===== src/rtl/wdt_selftest_pkg.sv =====
package wdt_selftest_pkg;

  localparam int CTL_W = 16;

  // control bit positions (the byte-select field and test bits are decoded by the counter)
  localparam int B_RUN    = 0;
  localparam int B_STOPOK = 6;
  localparam int B_WAITOK = 7;
  localparam int B_ONE    = 8;
  localparam int B_TEST   = 10;
  localparam int B_BYTEM  = 11;
  localparam int B_BSEL   = 12;
  localparam int B_LOCK   = 14;

  localparam logic [CTL_W-1:0] CTL_RESET = 16'h01D3;
  // bits stored as written: 7:0 and 13:11
  localparam logic [CTL_W-1:0] CTL_PLAIN = 16'h38FF;

  typedef struct packed {
    logic       run;
    logic       stop_ok;
    logic       wait_ok;
    logic       test;
    logic       byte_mode;
    logic [1:0] bsel;
  } wdt_mode_t;

endpackage


===== src/rtl/wdt_ctl_reg.sv =====
module wdt_ctl_reg
  import wdt_selftest_pkg::*;
(
  input  logic             clk,
  input  logic             rst,
  input  logic             we,
  input  logic [CTL_W-1:0] wdata,
  output logic [CTL_W-1:0] rdata,
  output wdt_mode_t        mode
);

  logic [CTL_W-1:0] plain_q;
  logic             lock_q;
  logic             test_q;
  logic             lock_nxt;

  assign lock_nxt = lock_q | wdata[B_LOCK];

  always_ff @(posedge clk) begin
    if (rst) begin
      plain_q <= CTL_RESET & CTL_PLAIN;
      lock_q  <= 1'b0;
      test_q  <= 1'b0;
    end else if (we) begin
      plain_q <= wdata & CTL_PLAIN;
      lock_q  <= lock_nxt;
      test_q  <= wdata[B_TEST] & ~lock_nxt;
    end
  end

  always_comb begin
    rdata         = plain_q;
    rdata[B_ONE]  = 1'b1;
    rdata[B_TEST] = test_q;
    rdata[B_LOCK] = lock_q;
  end

  always_comb begin
    mode.run       = plain_q[B_RUN];
    mode.stop_ok   = plain_q[B_STOPOK];
    mode.wait_ok   = plain_q[B_WAITOK];
    mode.test      = test_q;
    mode.byte_mode = test_q & plain_q[B_BYTEM];
    mode.bsel      = plain_q[B_BSEL +: 2];
  end

endmodule


===== src/rtl/wdt_tick_sel.sv =====
module wdt_tick_sel (
  input  logic run,
  input  logic wait_ok,
  input  logic stop_ok,
  input  logic test,
  input  logic cpu_wait,
  input  logic cpu_stop,
  input  logic wd_tick,
  input  logic test_tick,
  output logic adv
);

  logic src_tick;
  logic gated;

  // count source choice is an enable mux; both ticks share clk
  assign src_tick = test ? test_tick : wd_tick;
  assign gated    = (cpu_wait & ~wait_ok) | (cpu_stop & ~stop_ok);
  assign adv      = run & ~gated & src_tick;

endmodule


===== src/rtl/wdt_counter.sv =====
module wdt_counter #(
  parameter int CNT_W  = 32,
  parameter int BYTE_W = 8,
  localparam int NBYTES = CNT_W / BYTE_W,
  localparam int SEL_W  = (NBYTES > 1) ? $clog2(NBYTES) : 1
) (
  input  logic             clk,
  input  logic             rst,
  input  logic             run,
  input  logic             adv,
  input  logic             refresh,
  input  logic             byte_mode,
  input  logic [SEL_W-1:0] bsel,
  input  logic [CNT_W-1:0] tov,
  output logic             req
);

  logic [CNT_W-1:0]  cnt_q;
  logic [CNT_W-1:0]  cnt_nxt;
  logic [CNT_W-1:0]  full_inc;
  logic [NBYTES-1:0] match;
  logic              hit;

  assign full_inc = cnt_q + CNT_W'(1);

  for (genvar b = 0; b < NBYTES; b++) begin : g_byte
    logic [BYTE_W-1:0] cur;
    logic              chosen;
    assign cur      = cnt_q[b*BYTE_W +: BYTE_W];
    assign chosen   = (bsel == SEL_W'(b));
    assign match[b] = (cur == tov[b*BYTE_W +: BYTE_W]);
    always_comb begin
      if (!byte_mode)
        cnt_nxt[b*BYTE_W +: BYTE_W] = full_inc[b*BYTE_W +: BYTE_W];
      else if (chosen)
        cnt_nxt[b*BYTE_W +: BYTE_W] = cur + BYTE_W'(1);
      else
        cnt_nxt[b*BYTE_W +: BYTE_W] = cur;
    end
  end

  assign hit = byte_mode ? match[bsel] : (cnt_q >= tov);

  always_ff @(posedge clk) begin
    if (rst) begin
      cnt_q <= '0;
      req   <= 1'b0;
    end else begin
      req <= 1'b0;
      if (!run || refresh) begin
        cnt_q <= '0;
      end else if (adv) begin
        if (hit) begin
          cnt_q <= '0;
          req   <= 1'b1;
        end else begin
          cnt_q <= cnt_nxt;
        end
      end
    end
  end

endmodule


===== src/rtl/wdt_selftest.sv =====
module wdt_selftest
  import wdt_selftest_pkg::*;
#(
  parameter int               CNT_W   = 32,
  parameter int               BYTE_W  = 8,
  parameter logic [CNT_W-1:0] TOV_RST = 32'h0000_FFFF
) (
  input  logic             clk,
  input  logic             rst,
  input  logic             ctl_we,
  input  logic [15:0]      ctl_wdata,
  output logic [15:0]      ctl_rdata,
  input  logic             tov_we,
  input  logic [CNT_W-1:0] tov_wdata,
  input  logic             wd_tick,
  input  logic             test_tick,
  input  logic             cpu_wait,
  input  logic             cpu_stop,
  input  logic             refresh,
  output logic             rst_req
);

  localparam int NBYTES = CNT_W / BYTE_W;
  localparam int SEL_W  = (NBYTES > 1) ? $clog2(NBYTES) : 1;

  wdt_mode_t        mode;
  logic [CNT_W-1:0] tov_q;
  logic             adv;

  always_ff @(posedge clk) begin
    if (rst)         tov_q <= TOV_RST;
    else if (tov_we) tov_q <= tov_wdata;
  end

  wdt_ctl_reg u_ctl (
    .clk   (clk),
    .rst   (rst),
    .we    (ctl_we),
    .wdata (ctl_wdata),
    .rdata (ctl_rdata),
    .mode  (mode)
  );

  wdt_tick_sel u_sel (
    .run       (mode.run),
    .wait_ok   (mode.wait_ok),
    .stop_ok   (mode.stop_ok),
    .test      (mode.test),
    .cpu_wait  (cpu_wait),
    .cpu_stop  (cpu_stop),
    .wd_tick   (wd_tick),
    .test_tick (test_tick),
    .adv       (adv)
  );

  wdt_counter #(.CNT_W(CNT_W), .BYTE_W(BYTE_W)) u_cnt (
    .clk       (clk),
    .rst       (rst),
    .run       (mode.run),
    .adv       (adv),
    .refresh   (refresh),
    .byte_mode (mode.byte_mode),
    .bsel      (SEL_W'(mode.bsel)),
    .tov       (tov_q),
    .req       (rst_req)
  );

endmodule


===== config.mk =====
export PLATFORM = sky130hd
export DESIGN_NAME = wdt_selftest
export DESIGN_NICKNAME = d
export VERILOG_FILES = /design/src/rtl/wdt_selftest_pkg.sv /design/src/rtl/wdt_ctl_reg.sv /design/src/rtl/wdt_tick_sel.sv /design/src/rtl/wdt_counter.sv /design/src/rtl/wdt_selftest.sv
export SDC_FILE = /design/constraint.sdc
export NUM_CORES = 1
export LEC_CHECK = 0
export ABC_CLOCK_PERIOD_IN_PS = 2710
export BUFFER_PORTS_ARGS = -buffer_cell sky130_fd_sc_hd__buf_2
export CORE_MARGIN = 5
export CORE_UTILIZATION = 56
export DETAILED_ROUTE_END_ITERATION = 8
export PLACE_DENSITY = 0.8
export SLEW_MARGIN = 20
export SYNTH_ARGS = -nofsm -noshare
export SYNTH_HDL_FRONTEND = slang
export SYNTH_SLANG_ARGS = --single-unit

===== constraint.sdc =====
create_clock -name clk -period 2.71 [get_ports clk]
set_input_delay 0.1355 -clock clk [delete_from_list [all_inputs] [get_ports clk]]
set_output_delay 0.1355 -clock clk [all_outputs]
set_load 0.03 [all_outputs]

# == Word level (Yosys, flattened, before mapping) ==
# Index checks and enable logic that the tools add are counted.
# totals
register_bits,78
latchBits,0
mem_bits_rw,0
mem_bits_ro,0
inputBits,57
out_inout_bits,17
elab_cells,63
mem_count,0
# op_classes
n_addsub,5
n_mul,0
div,0
magnitude_cmp,2
n_eq_ne,11
shift,0
mux,14
n_bitwise,13
n_reduce_logical,9
# ops
cell,n
$mux 8,8
$add 32x1->32 const B,1
$add 8x1->8 const B,4
$eq 8x8->1,4
$ge 32x32->1,1
$mux 32,1
$ne 3x3->1 const B,4
$reduce_and 2->1,4
$and 1x1->1,6
$not 1->1,5
$eq 2x2->1 const B,2
$mux 1,4
$lt 2x3->1 const B,1
$reduce_or 3->1,1
$bmux 1 s2,1
$eq 2x1->1 const B,1
$logic_not 2->1,1
$or 1x1->1,2
$reduce_or 2->1,1
$logic_not 1->1,1
$logic_or 1x1->1,1

# == Depth between registers and ports, before layout ==
# logic_depth
ltp_word,8
ltp_mapped,10
ltp_nobuf,9

# == Modules after synthesis ==
# A second synthesis with hierarchy kept.
# unflattened
cells_unflattened,495
area_unflattened_um2,4394.2
# modules_own_cells
module,instances,cells_per_inst,area_per_inst_um2,seq_area_each_um2
wdt_counter,1,328,2605.0,660.6
wdt_selftest,1,104,1177.4,640.6
wdt_ctl_reg,1,57,576.8,260.2
wdt_tick_sel,1,6,35.0,0.0

# == Worst setup path after synthesis ==
# No wires, ideal clock.
# synth_path
path_type,reg2reg
startpoint,register tov_q[31]
endpoint,register u_cnt.cnt_q[27]
setup_ps,115
arrival_ps,2140
required_ps,2595
setup_slack_ps,455
path_stages_with_launch,11
path_buffers,1
period_less_slack_ps,2255
cell_sequence,dfxtp_1 > inv_1 > ha_1 > nand3_1 > or3_4 > a211o_2 > nand3_1 > o21ai_2 > o21bai_4 > buf_4 > nor2_1
# synth_between
elab_chain_len,6
elab_cells_between_ends,8
classes_between,order compare (1); eq/ne (2); mux (4); reduce/logical (1)
# synth_lines
element,line,source
from (decl),wdt_selftest.sv:27,logic [CNT_W-1:0] tov_q;
from (signal assigned),wdt_selftest.sv:32,else if (tov_we) tov_q <= tov_wdata;
branches (longest 3 deep; another with $ge 32x32->1),-,
$mux 1 *,wdt_counter.sv:42,assign hit = byte_mode ? match[bsel] : (cnt_q >= tov);
$ne 3x3->1 (no source line),-,
$reduce_and 2->1 (no source line),-,
to (signal assigned),wdt_counter.sv:57,cnt_q <= cnt_nxt;
to (decl),wdt_counter.sv:18,logic [CNT_W-1:0] cnt_q;
# Mark *: on every way between the ends. The select of a mux whose other input is x is not followed.
# A chain may end at the register's enable or synchronous reset.

# == Worst setup path in the final report ==
# layout_path
startpoint,register u_cnt.cnt_q[15]
endpoint,register u_cnt.cnt_q[28]
# layout_between
elab_chain_len,6
elab_cells_between_ends,10
classes_between,add/sub (1); order compare (1); eq/ne (2); mux (5); reduce/logical (1)
# layout_lines
element
branches (longest 6 deep; another with $ge 32x32->1)
# Parallel ways; which one is timed is not known. The select of a mux whose other input is x is not followed.

==> metrics.txt <==
initial cell density of the core=0.5795; TritonCTS clock tree=built; count of nets left with antenna violations after detail routing=0; area taken by flip-flops and latches=1562 µm²; Clock Tree Buf Depth=2; setup repair after global routing missed its margin=false; Worst R2R Path Depth=8; final hold slack=roughly 8.5 ps; post-route cell area=between 5000 and 6000 µm²; run status=finished clean; power density over cell area=slightly below 500 nW/µm²; number of placement rows=31; number of port buffers=between 60 and 70; most common flop cell mapped by yosys=sky130_fd_sc_hd__dfxtp_1; required time at the worst-slack endpoint=roughly 3000 ps; number of distinct library cells after synthesis=53; slew at the pin closest to its max-slew limit=around 980 ps; Clock H-tree levels=3; final critical path time including I/O delays and setup=2489 ps; post-synthesis area per instance=roughly 8.6 µm²; Root Buffer Master=sky130_fd_sc_hd__clkbuf_8; share of layout cells above drive strength 1=0.1747; Total Die Area=between 9000 and 10000 µm²; placeable core region=roughly 7300 µm²; beginning of the worst hold path=ctl_wdata[6]; global route total overflow=0; clock edge transition at the registers on the reported setup and hold paths=around 80 ps; cells along the critical path=ha_1 > nand4_1 > o31a_2 > o21ai_1 > and4b_1 > nand3_1 > or3_1 > a21oi_1; total of flip-flops plus latches after synthesis=~80; capture instance of the worst register-to-register path=u_cnt.cnt_q[28]$_SDFFE_PP0P_; placed cell area=~4600 µm²; First DRT Iteration DRCs=147; source-to-sink clock delay at the later pin of the worst-skew pair=350 ps; number of vias per cell=between 5 and 6; Final Skew=approximately 6 ps; signed area change from the synthesized netlist to the final layout=17.79%; combined area of all synthesized cells=~4200 µm²; Max VDD drop=approximately 0.36 mV; endpoint type of the worst setup path=register; Critical Path Start=u_cnt.cnt_q[15]$_SDFFE_PP0P_; wire length of the first global-routing pass=~17 mm; final routed DRC violation total=0; Critical Path Start Type=register; share of the clock period used by the worst path=0.9185; Post-CTS Setup Bufs=0; Routed wire per std cell=13.90 µm; headroom to the max-slew limit=0.3485; share of the synthesized area in the top cell type=0.3676; count of endpoints failing hold in the final timing report=0; cell count after synthesis=495; worst-case register-to-register setup slack=220 ps; proportion of register bits with asynchronous set or reset after synthesis=0; largest net degree at the start of global routing=between 40 and 50; Syn. warnings=0; crit path DAT=2780 ps; initial antenna violation count=0; drt total wl=about 9.4 mm; maximum frequency from static timing analysis=0.4018 GHz; sequential cell area fraction in the yosys report=0.3676; Final Wtd Congestion=~0.9; launch point of the worst reg-to-reg path=u_cnt.cnt_q[15]$_SDFFE_PP0P_; total global routing track utilization=0.2073; Yosys top cell by area=sky130_fd_sc_hd__dfxtp_1; number of max-slew violations in the final report=0; number of primary I/O pins=74; detailed-routing iteration count for the pre-antenna-repair pass=5; cell types with the largest area share after synthesis=sky130_fd_sc_hd__dfxtp_1 (37%), sky130_fd_sc_hd__ha_1 (11%), sky130_fd_sc_hd__mux2i_1 (7.1%); slowest cell on the critical path=sky130_fd_sc_hd__o31a_2; post-detail-place hpwl=between 6 and 7 mm; Filler cells=~570; Static Leak=about 2.3 nW; number of violations of the max-capacitance limit=0; Die H=roughly 97 µm; Final Setup Violations=0; Final TNS setup=0 ps; vias in the first global route=3664; maximum cell stage delay along the critical path=between 300 and 400 ps; multi-input gate area in the final layout=approximately 2400 µm²; Num Clock Sinks=between 70 and 80; Worst Setup Path Type=register to register; crit path to=u_cnt.cnt_q[28]$_SDFFE_PP0P_; Inserted Clock Buffers=9; number of enable-type register cells in the synthesized netlist=0; floorplan die width=97.10 µm; type of the worst min-delay path=input port to register; number of nets at the end of the flow=666; maximum fanout along the worst path=4; via count=about 3700; ANT cells=0
synth_stat cells (7+ instances only):
library cell	instances
sky130_fd_sc_hd__xnor2_1	11
sky130_fd_sc_hd__buf_4	10
sky130_fd_sc_hd__o211ai_1	16
sky130_fd_sc_hd__a21oi_1	20
sky130_fd_sc_hd__nand4_1	11
sky130_fd_sc_hd__nand3_1	20
sky130_fd_sc_hd__dfxtp_1	78
sky130_fd_sc_hd__and4_1	7
sky130_fd_sc_hd__inv_1	39
sky130_fd_sc_hd__clkbuf_1	12
sky130_fd_sc_hd__nor2_1	56
sky130_fd_sc_hd__nand2_1	53
sky130_fd_sc_hd__ha_1	36
sky130_fd_sc_hd__o21ai_0	11
sky130_fd_sc_hd__xor2_1	13
sky130_fd_sc_hd__mux2i_1	30
repair_timing:
action,CTS,global route
hold endpoints to repair,17,2
resized for setup,0,1
endpoints found under the setup margin,0,28
hold buffers,17,2
final cells by class:
type / count / share of cell area
clock buffers: 11 / 0.03026
multi-input cells: 352 / 0.4774
inverters: 40 / 0.03001
clock inverters: 5 / 0.01150
repair buffers: 92 / 0.1140
flip-flops and latches: 78 / 0.3121
well taps: 99 / 0.02476
state kept, by name, indices dropped and copies added (netlist names):
signal / flops
tov_q: 32
u_cnt.cnt_q: 32
u_cnt.req: 1
u_ctl.lock_q: 1
u_ctl.plain_q: 11
u_ctl.test_q: 1
stage by stage:
step | setup slack, ps | power, mW | utilization | instances
6_report | 221.0 | 2.430 | 0.6825 | 677
5_1_grt | 2.534 | 2.531 | 0.6825 | 677
4_1_cts | 187.5 | 2.445 | 0.6790 | 675
3_5_place_dp | 223.6 | 1.526 | 0.6272 | 642
3_3_place_gp | 294.3 | 1.515 | 0.6272 | 642
2_1_floorplan | 454.8 | 1.448 | - | 496
critical path, delay by kind of cell (launching register included):
| kind | cells | cell delay, ps |
|---|---|---|
| AOI/OAI and AO/OA | 3 | 790 |
| adders and majority gates | 1 | 330 |
| DFF | 1 | 360 |
| and+or+nand+nor | 4 | 950 |
power by group:
part / switching (mW) / leakage (nW) / internal [mW]
Sequential: 0.0214 / 0.639 / 1.19
Clock: 0.433 / 0.0976 / 0.474
Combinational: 0.180 / 1.52 / 0.134
how the worst min path moves through the flow:
stage                                    endpoint  cells past startpoint
CTS                        tov_q[30]$_SDFFE_PP0P_                      3
floorplan                   tov_q[0]$_SDFFE_PP1P_                      2
global placement    u_ctl.plain_q[1]$_SDFFE_PP1P_                      3
finish              u_ctl.plain_q[6]$_SDFFE_PP1P_                      3
detailed placement          tov_q[5]$_SDFFE_PP1P_                      3
global route        u_ctl.plain_q[6]$_SDFFE_PP1P_                      3
cell families (layout without fill, tap and decap cells):
group,after synthesis,in the layout,share of synthesized area
compound gates,75,75,0.1258
xor+xnor,24,24,0.04948
buf+inv,66,148,0.07246
simple gates,184,184,0.2062
mux,30,30,0.07069
other cells,2,3,0.001768
fa+ha+maj,36,36,0.1060
flops,78,78,0.3676
layer usage:
| metal | routed length [µm] | global-route usage | vias to the layer above |
|---|---|---|---|
| met3 | 522 | 0.05528 | 13 |
| met1 | 4110 | 0.2512 | 1694 |
| li1 | - | - | 1870 |
| met2 | 4656 | 0.3609 | 100 |
| met5 | 0 | 0 | - |
| met4 | 121 | 0.05724 | 0 |
cells in the final DEF (no fill, tap or decap), drive strengths merged, types with 3 or more instances in the layout:
cell type | netlist | routed
nand3 | 20 | 20
nand2 | 53 | 53
clkbuf | 12 | 11
nand4 | 11 | 11
nor4 | 3 | 3
xnor2 | 11 | 11
mux2i | 30 | 30
dfxtp | 78 | 78
and4 | 7 | 7
a21oi | 21 | 21
inv | 40 | 40
nor2 | 58 | 58
nor3 | 6 | 6
conb | 2 | 3
buf | 14 | 73
o21ai | 13 | 13
ha | 36 | 36
nand2b | 6 | 6
and2 | 4 | 4
clkinvlp | 0 | 3
and3 | 6 | 6
a31oi | 4 | 4
xor2 | 13 | 13
o211ai | 16 | 16
dlygate4sd3 | 0 | 19
or3 | 5 | 5
(Power assumes the default switching activity.)
